==> src/rtl/tx_ring_pkg.sv <==
package tx_ring_pkg;
   localparam int unsigned ETH_MIN_FRAME = 60;

   function automatic int unsigned log2_ceil(input int unsigned v);
      int unsigned r;
      r = 0;
      while ((1 << r) < v) r++;
      return r;
   endfunction
endpackage

==> src/rtl/tx_ring_ctr.sv <==
module tx_ring_ctr #(
   parameter int unsigned NUM   = 4,
   parameter int unsigned CNT_W = 3
) (
   input  logic             clk_i,
   input  logic             rst_ni,
   input  logic             sub_i,
   input  logic             done_i,
   input  logic             rec_i,
   output logic [CNT_W-1:0] prod_o,
   output logic [CNT_W-1:0] cons_o,
   output logic             full_o
);
   localparam logic [CNT_W-1:0] NUM_C = CNT_W'(NUM);

   logic [CNT_W-1:0] prod_q, cons_q, pend;
   logic             full, empty;

   assign pend  = prod_q - cons_q;
   assign full  = (pend >= NUM_C);
   assign empty = (pend == '0);

   always_ff @(posedge clk_i or negedge rst_ni) begin
      if (!rst_ni) begin
         prod_q <= '0;
         cons_q <= '0;
      end else if (rec_i) begin
         cons_q <= '0;
         prod_q <= pend;
      end else begin
         if (sub_i && !full)   prod_q <= prod_q + 1'b1;
         if (done_i && !empty) cons_q <= cons_q + 1'b1;
      end
   end

   assign prod_o = prod_q;
   assign cons_o = cons_q;
   assign full_o = full;
endmodule

==> src/rtl/tx_word_form.sv <==
module tx_word_form #(
   parameter int unsigned LEN_W     = 13,
   parameter int unsigned ADDR_W    = 32,
   parameter int unsigned THR_W     = 11,
   parameter int unsigned WORD_W    = 32,
   parameter int unsigned THR_SHIFT = 11,
   parameter int unsigned FLD_LO    = 16,
   parameter int unsigned FLD_HI    = 21,
   parameter int unsigned ALIGN_LG  = 2,
   parameter int unsigned MIN_LEN   = 60
) (
   input  logic [LEN_W-1:0]  len_i,
   input  logic [ADDR_W-1:0] addr_i,
   input  logic [THR_W-1:0]  thr_i,
   output logic [WORD_W-1:0] word_o,
   output logic              copy_o
);
   localparam logic [WORD_W-1:0] FLD_MASK =
      WORD_W'(((64'd1 << (FLD_HI - FLD_LO + 1)) - 64'd1) << FLD_LO);
   localparam logic [LEN_W-1:0] MIN_C = LEN_W'(MIN_LEN);

   initial begin
      if (FLD_LO < LEN_W)   $error("threshold field overlaps length field");
      if (FLD_HI >= WORD_W) $error("threshold field beyond word");
      if (MIN_LEN >= (1 << LEN_W)) $error("minimum frame does not fit");
   end

   logic [LEN_W-1:0]  len_pad;
   logic [WORD_W-1:0] thr_fld;

   always_comb begin
      len_pad = (len_i < MIN_C) ? MIN_C : len_i;
      thr_fld = (WORD_W'(thr_i) << THR_SHIFT) & FLD_MASK;
      word_o  = thr_fld | WORD_W'(len_pad);
   end

   generate
      if (ALIGN_LG == 0) begin : g_no_align
         assign copy_o = 1'b0;
      end else begin : g_align
         assign copy_o = |addr_i[ALIGN_LG-1:0];
      end
   endgenerate
endmodule

==> src/rtl/tx_slot_ring.sv <==
module tx_slot_ring
   import tx_ring_pkg::*;
#(
   parameter int unsigned NUM_SLOTS = 4,
   parameter int unsigned LEN_W     = 13,
   parameter int unsigned ADDR_W    = 32,
   parameter int unsigned THR_W     = 11,
   parameter int unsigned WORD_W    = 32,
   parameter int unsigned THR_SHIFT = 11,
   parameter int unsigned FLD_LO    = 16,
   parameter int unsigned FLD_HI    = 21,
   parameter int unsigned ALIGN_LG  = 2,
   parameter int unsigned IDX_W     = log2_ceil(NUM_SLOTS)
) (
   input  logic              clk_i,
   input  logic              rst_ni,
   input  logic              sub_i,
   input  logic [LEN_W-1:0]  sub_len_i,
   input  logic [ADDR_W-1:0] sub_addr_i,
   input  logic [THR_W-1:0]  thresh_i,
   input  logic              done_i,
   input  logic              recover_i,
   output logic [IDX_W-1:0]  slot_o,
   output logic [WORD_W-1:0] word_o,
   output logic              full_o,
   output logic              copy_o
);
   localparam int unsigned CNT_W = IDX_W + 1;

   initial begin
      if (NUM_SLOTS < 2 || (1 << IDX_W) != NUM_SLOTS)
         $error("slot count must be a power of two, at least 2");
   end

   logic [CNT_W-1:0] prod_cnt, cons_cnt;

   tx_ring_ctr #(.NUM(NUM_SLOTS), .CNT_W(CNT_W)) u_ctr (
      .clk_i (clk_i),
      .rst_ni(rst_ni),
      .sub_i (sub_i),
      .done_i(done_i),
      .rec_i (recover_i),
      .prod_o(prod_cnt),
      .cons_o(cons_cnt),
      .full_o(full_o)
   );

   tx_word_form #(
      .LEN_W(LEN_W), .ADDR_W(ADDR_W), .THR_W(THR_W), .WORD_W(WORD_W),
      .THR_SHIFT(THR_SHIFT), .FLD_LO(FLD_LO), .FLD_HI(FLD_HI),
      .ALIGN_LG(ALIGN_LG), .MIN_LEN(ETH_MIN_FRAME)
   ) u_form (
      .len_i (sub_len_i),
      .addr_i(sub_addr_i),
      .thr_i (thresh_i),
      .word_o(word_o),
      .copy_o(copy_o)
   );

   assign slot_o = prod_cnt[IDX_W-1:0];
endmodule

==> config.mk <==
export PLATFORM = sky130hd
export DESIGN_NAME = tx_slot_ring
export DESIGN_NICKNAME = d
export VERILOG_FILES = /design/src/rtl/tx_ring_pkg.sv /design/src/rtl/tx_ring_ctr.sv /design/src/rtl/tx_word_form.sv /design/src/rtl/tx_slot_ring.sv
export SDC_FILE = /design/constraint.sdc
export NUM_CORES = 1
export LEC_CHECK = 0
export CAP_MARGIN = 15
export CELL_PAD_IN_SITES_DETAIL_PLACEMENT = 1
export CELL_PAD_IN_SITES_GLOBAL_PLACEMENT = 2
export CORE_ASPECT_RATIO = 1.25
export CORE_MARGIN = 1.5
export CORE_UTILIZATION = 10
export DETAILED_ROUTE_END_ITERATION = 8
export PLACE_DENSITY = 0.81
export SYNTH_ARGS = -nofsm -noshare
export SYNTH_HDL_FRONTEND = slang
export SYNTH_HIERARCHICAL = 1
export SYNTH_SLANG_ARGS = --single-unit
==> constraint.sdc <==
create_clock -name clk_i -period 1.85 [get_ports clk_i]
set_input_delay 0.185 -clock clk_i [delete_from_list [all_inputs] [get_ports clk_i]]
set_output_delay 0.185 -clock clk_i [all_outputs]
set_load 0.01 [all_outputs]
After elaboration in Yosys (flattened, before gate mapping). Cells that the tools add are included.

Bits in registers: 6. Output and inout port bits: 36. Logic and storage cells: 21. Input port bits: 61.

Bitwise logic cells: 1. Magnitude comparators: 2. Reductions and logical operators: 8. Multiplexer cells: 5. Add/sub/neg operators: 3.

Operator list (number): 22-bit by 13-bit bitwise OR with 22-bit output (1); 13-bit by 6-bit less-than comparator with 1-bit output (second input constant) (1); 13-bit 2-to-1 mux (1); 3-bit 2-to-1 mux (4); 3-bit by 1-bit adder with 3-bit output (second input constant) (2); 2-bit nonzero test (2); 3-bit >= comparator (second input constant) (1); 3-bit logical NOT (1); 3-bit subtractor (1); 1-bit logical AND (2); 1-bit logical NOT (2); 2-bit OR reduction (1).

Longest topological paths before layout.
Depth in word-level cells: 6. Depth in mapped cells: 6. Mapped depth without buffers: 6.

By module. Netlist, hierarchy kept.

By module, submodules not included: tx_ring_ctr (sequential area each 150.1 µm², cells an instance 43, area an instance 445.4 µm², times used 1); tx_word_form (sequential area each 0.0 µm², cells an instance 39, area an instance 266.5 µm², times used 1).

Worst setup path before layout. Ideal clock, no wire load.

Kind: reg-to-reg. From: register u_ctr.prod_q[0] (netlist: u_ctr/prod_o[0]). To: register u_ctr.cons_q[0] (netlist: u_ctr/cons_o[0]). Period minus slack after synthesis: 2.045 ns. Buffers on the path: 0. Slack: -0.195 ns. Arrival: 1.918 ns. Cell stages (with the launch flop): 7. Library setup time: 0.128 ns. Cell sequence: dfrtp_1 -> inv_1 -> ha_1 -> fa_1 -> xnor3_2 -> a31oi_4 -> mux2_1.

Longest elaborated chain between the ends: 5.

Ends and longest elaborated chain: start: declaration (RTL line tx_ring_ctr.sv:16) `logic [CNT_W-1:0] prod_q, cons_q, pend;`; start signal: assignment (RTL line tx_ring_ctr.sv:29) `prod_q <= pend;`; start signal: assignment (RTL line tx_ring_ctr.sv:31) `if (sub_i && !full) prod_q <= prod_q + 1'b1;`; 3-bit subtractor (RTL line tx_ring_ctr.sv:19) `assign pend = prod_q - cons_q;`; 3-bit logical NOT (RTL line tx_ring_ctr.sv:21) `assign empty = (pend == '0);`; 1-bit logical NOT (RTL line tx_ring_ctr.sv:32) `if (done_i && !empty) cons_q <= cons_q + 1'b1;`; 1-bit logical AND (RTL line tx_ring_ctr.sv:32); 2-bit nonzero test (no line); end signal: assignment (RTL line tx_ring_ctr.sv:32); end: declaration (RTL line tx_ring_ctr.sv:16).

No other way between the ends. A chain may end at the register's enable or synchronous reset.

Worst setup path in the final report.
From: register u_ctr.cons_q[0] (netlist: u_ctr/cons_o[0]). To: register u_ctr.cons_q[0] (netlist: u_ctr/cons_o[0]).

Longest elaborated chain between the ends: 5.

Ends and longest elaborated chain (RTL line): 3-bit subtractor (tx_ring_ctr.sv:19); 3-bit logical NOT (tx_ring_ctr.sv:21); 1-bit logical NOT (tx_ring_ctr.sv:32); 1-bit logical AND (tx_ring_ctr.sv:32); 2-bit nonzero test (no line).

Parallel ways exist; a longest one is shown, timed or not. The select of a mux whose other input is x is not followed.

==> summary.md <==
| Metric | Value |
|---|---|
| Ys Warns | 6 |
| PwrDens | 967 mW/mm^2 |
| Clk root buf | clkbuf_8 |
| Placement-stage cell area | between 0.001 and 0.0015 sq mm |
| Skew-Pair Late Insertion Delay | 0.23 ns |
| Nets | ~190 |
| Vias | between 600 and 700 |
| Vias in the first global route | 647 |
| Sequential fraction of the synthesis area | 21.1% |
| Sequential share of power | between 10% and 20% |
| GRT Overall Usage | 4.81% |
| Initial antenna violation count | 0 |
| Syn avg cell area | around 8.7 sq um |
| Area growth syn-to-layout | 74.9% |
| EDFF count, synth | 0 |
| 1st-iter DRT viols | 1 |
| Post-Syn Instances | 82 |
| Critical Path End | u_ctr/cons_o[0] |
| Residual DRC count | 0 |
| Antenna-violating nets left | 0 |
| Top routing layer in use | met4 |
| CP Depth | 6 |
| Clock skew | approximately 0.00013 ns |
| Crit-path max cell delay | about 0.40 ns |
| P_int | about 0.76 mW |
| Initial DRT Pass Iterations | 2 |
| H-tree levels | 1 |
| Reg clk slew, reported paths | 0.04 ns |
| Critical-path cell list | ha_2 -> fa_2 -> xnor3_2 -> buf_6 -> a31oi_4 -> mux2_4 |
| # setup viols final | 5 |
| Buffers on Ports | 36 |
| Worst r2r path cells | 6 |
| Crit-path max FO | 3 |
| Unrepaired setup endpoints after global routing | yes |
| Core Region | approximately 0.0069 sq mm |
| Top Family by Delay on Critical Path | adder cells |
| Hold crit path type | primary input to async pin |
| Max stage delay cell, worst path | dfrtp_1 |
| Max_cap viols | 0 |
| Max VDD drop | 0.000641 V |
| Gr ovfl total | 0 |
| Synthesized flop and latch total | 6 |
| Largest net degree at the start of global routing | 14 |
| Post-DP HPWL | approximately 1400 um |
| DR vias/cell | 3.18 |
| Leakage | approximately 0.57 nW |
| Post-Route WL | around 1900 um |
| Share of cells above drive strength 1 | a little over a quarter |
| Setup crit start kind | register |
| IO Pins | 97 |
| Reg2reg end | u_ctr/cons_o[0] |
| Initial Utilization | 10.3% |
| Clock buffer count from CTS | 3 |
| Gpl congestion | ~0.7 |
| Die height | around 97 um |
| Buf/Inv on CP | 1 |
| Logic pwr share | around two thirds |
| Sink Count | 6 |
| Met1 Wirelength | 679 um |
| Wirelength per Cell | 8.81 um |
| Failing checks | negative setup slack |
| Status | finished with violations |
| CP Class | register to register |
| # rows | 34 |
| Type of destination of the critical path | register |
| Mapped Area | approximately 710 sq um |
| # hold bufs at CTS | 0 |
| Fin. Hold Viols | 0 |
| Slew Limit Fails | 0 |
| Fmax | around 510 MHz |
| Chip width | roughly 78 um |
| Cell variety after synth | 29 |
| CTS max path bufs | 2 |
| Placed cells | 204 |
| CTS tree | yes |
| Fin cells | between 200 and 250 |
| Switching Power | between 0.4 and 0.5 mW |
| Design area | 0.00124 sq mm |
| Reg2reg start | u_ctr/cons_o[0] |
| Clk pwr share | ~17% |
| Reg2reg setup slack | -0.12 ns |
| WP data required | 1.96 ns |
| Critical path origin | u_ctr/cons_o[0] |
| Fraction of registers with async set/reset | 100% |
| Ant diodes | 0 |
| Die area | about 0.0076 sq mm |
| Switching Share | around 37% |
| Crit path arrival time | around 2.1 ns |
| Met3 WL | 239 um |
| Total power | around 1.2 mW |
| First-pass GRT wire length | around 2800 um |
| Minimum clock period | between 1.5 and 2 ns |
| Top FF cell, synth | dfrtp_1 |
| Met2 wire len | roughly 890 um |
| Final worst setup slack | -0.115 ns |
| Fin crit share | 106% |
==> synth_stat cells (all sizes together), types with 2 or more instances <==
| library cell | count | area (sq um) |
|---|---|---|
| ha | 3 | 37.5 |
| a21o | 4 | 30.0 |
| inv | 6 | 22.5 |
| nor2 | 3 | 11.3 |
| nand2 | 4 | 15.0 |
| mux2i | 2 | 20.0 |
| nand2b | 4 | 25.0 |
| mux2 | 2 | 22.5 |
| clkbuf | 8 | 30.0 |
| a31oi | 4 | 40.0 |
| nor2b | 2 | 12.5 |
| buf | 19 | 143 |
| dfrtp | 6 | 150 |
| nand3 | 2 | 10.0 |
==> cells in the final DEF, fill, tap and decap left out, types with 3 or more instances in the layout <==
| master | synthesis | routed |
|---|---|---|
| nor2_1 | 3 | 3 |
| nand2_1 | 4 | 4 |
| clkbuf_8 | 0 | 3 |
| clkdlybuf4s50_1 | 0 | 29 |
| dfrtp_1 | 6 | 6 |
| buf_4 | 19 | 14 |
| a21o_1 | 4 | 4 |
| inv_1 | 6 | 5 |
| conb_1 | 1 | 13 |
| dlygate4sd2_1 | 0 | 4 |
| nand2b_1 | 4 | 4 |
==> power by group through the flow <==
stage	Clock, mW	Sequential, mW	Combinational (mW)
global route	0.224	0.210	0.868
finish	0.207	0.202	0.795
CTS	0.210	0.203	0.743
global placement	0	0.200	0.691
detailed placement	0	0.205	0.702
floorplan	0	0.218	0.382
==> worst min path at each step <==
stage	from	endpoint	cells after the start
floorplan	rst_ni	u_ctr/cons_o[0]	0
global route	rst_ni	u_ctr/cons_o[1]	1
CTS	rst_ni	u_ctr/cons_o[1]	1
detailed placement	thresh_i[5]	word_o[16]	0
global placement	thresh_i[5]	word_o[16]	0
finish	rst_ni	u_ctr/cons_o[1]	1
==> final cells by class <==
class,instances,area [sq um]
timing repair buffer,51,472
multi-input combinational,55,447
inverter,6,22.5
tap,90,113
clock buffer,3,41.3
sequential,6,150
fill,842,5690
==> registers in the layout, indices dropped and copies added (netlist names) <==
register,count
u_ctr/cons_o,3
u_ctr/prod_o,3
==> cells by family (layout without fill, tap and decap cells) <==
logic type                 after synthesis  in the layout  share of synthesized area (%)
DFF                                      6              6                           21.1
xor gates and xnor gates                 2              2                           4.57
muxes                                    4              4                           5.98
and+or+nand+nor                         20             20                           18.1
other                                    1             13                          0.527
buffers and inverters                   33             60                           27.4
adders and majority gates                4              4                           8.09
AOI/OAI and AO/OA                       12             12                           14.2
==> worst register-to-register path, stage by stage (launching register included) <==
cell and delay, ns:
dfrtp_1 0.40, ha_2 0.20, fa_2 0.35, xnor3_2 0.27
buf_6 0.15, a31oi_4 0.18, mux2_4 0.31
==> layer usage <==
layer  global-route usage [%]  vias to the layer above
met2                     8.63                       49
met1                     4.85                      302
met3                    0.939                        5
li1                         -                      316
met5                        0                        -
met4                     3.43                        0
==> per-stage QoR <==
step / TNS, ns / worst slack, ns / hold WS (ns) / utilization [%]
after global routing: -0.672 / -0.155 / 0.222 / 18.0
after CTS: -0.319 / -0.106 / 0.215 / 17.4
after global placement: -0.611 / -0.115 / 0.370 / 16.5
after detailed placement: -0.716 / -0.152 / 0.370 / 16.5
final: -0.411 / -0.115 / 0.206 / 18.0
after floorplan: -0.168 / -0.0863 / -0.111 / -
==> what timing repair did <==
| action | CTS | global route |
|---|---|---|
| setup endpoints to repair | 9 | 8 |
| setup buffers | 1 | 3 |
| cloned | 0 | 0 |
| pin swaps | 1 | 1 |
| resized for setup | 13 | 4 |
Power figures use the tool's default switching activity.
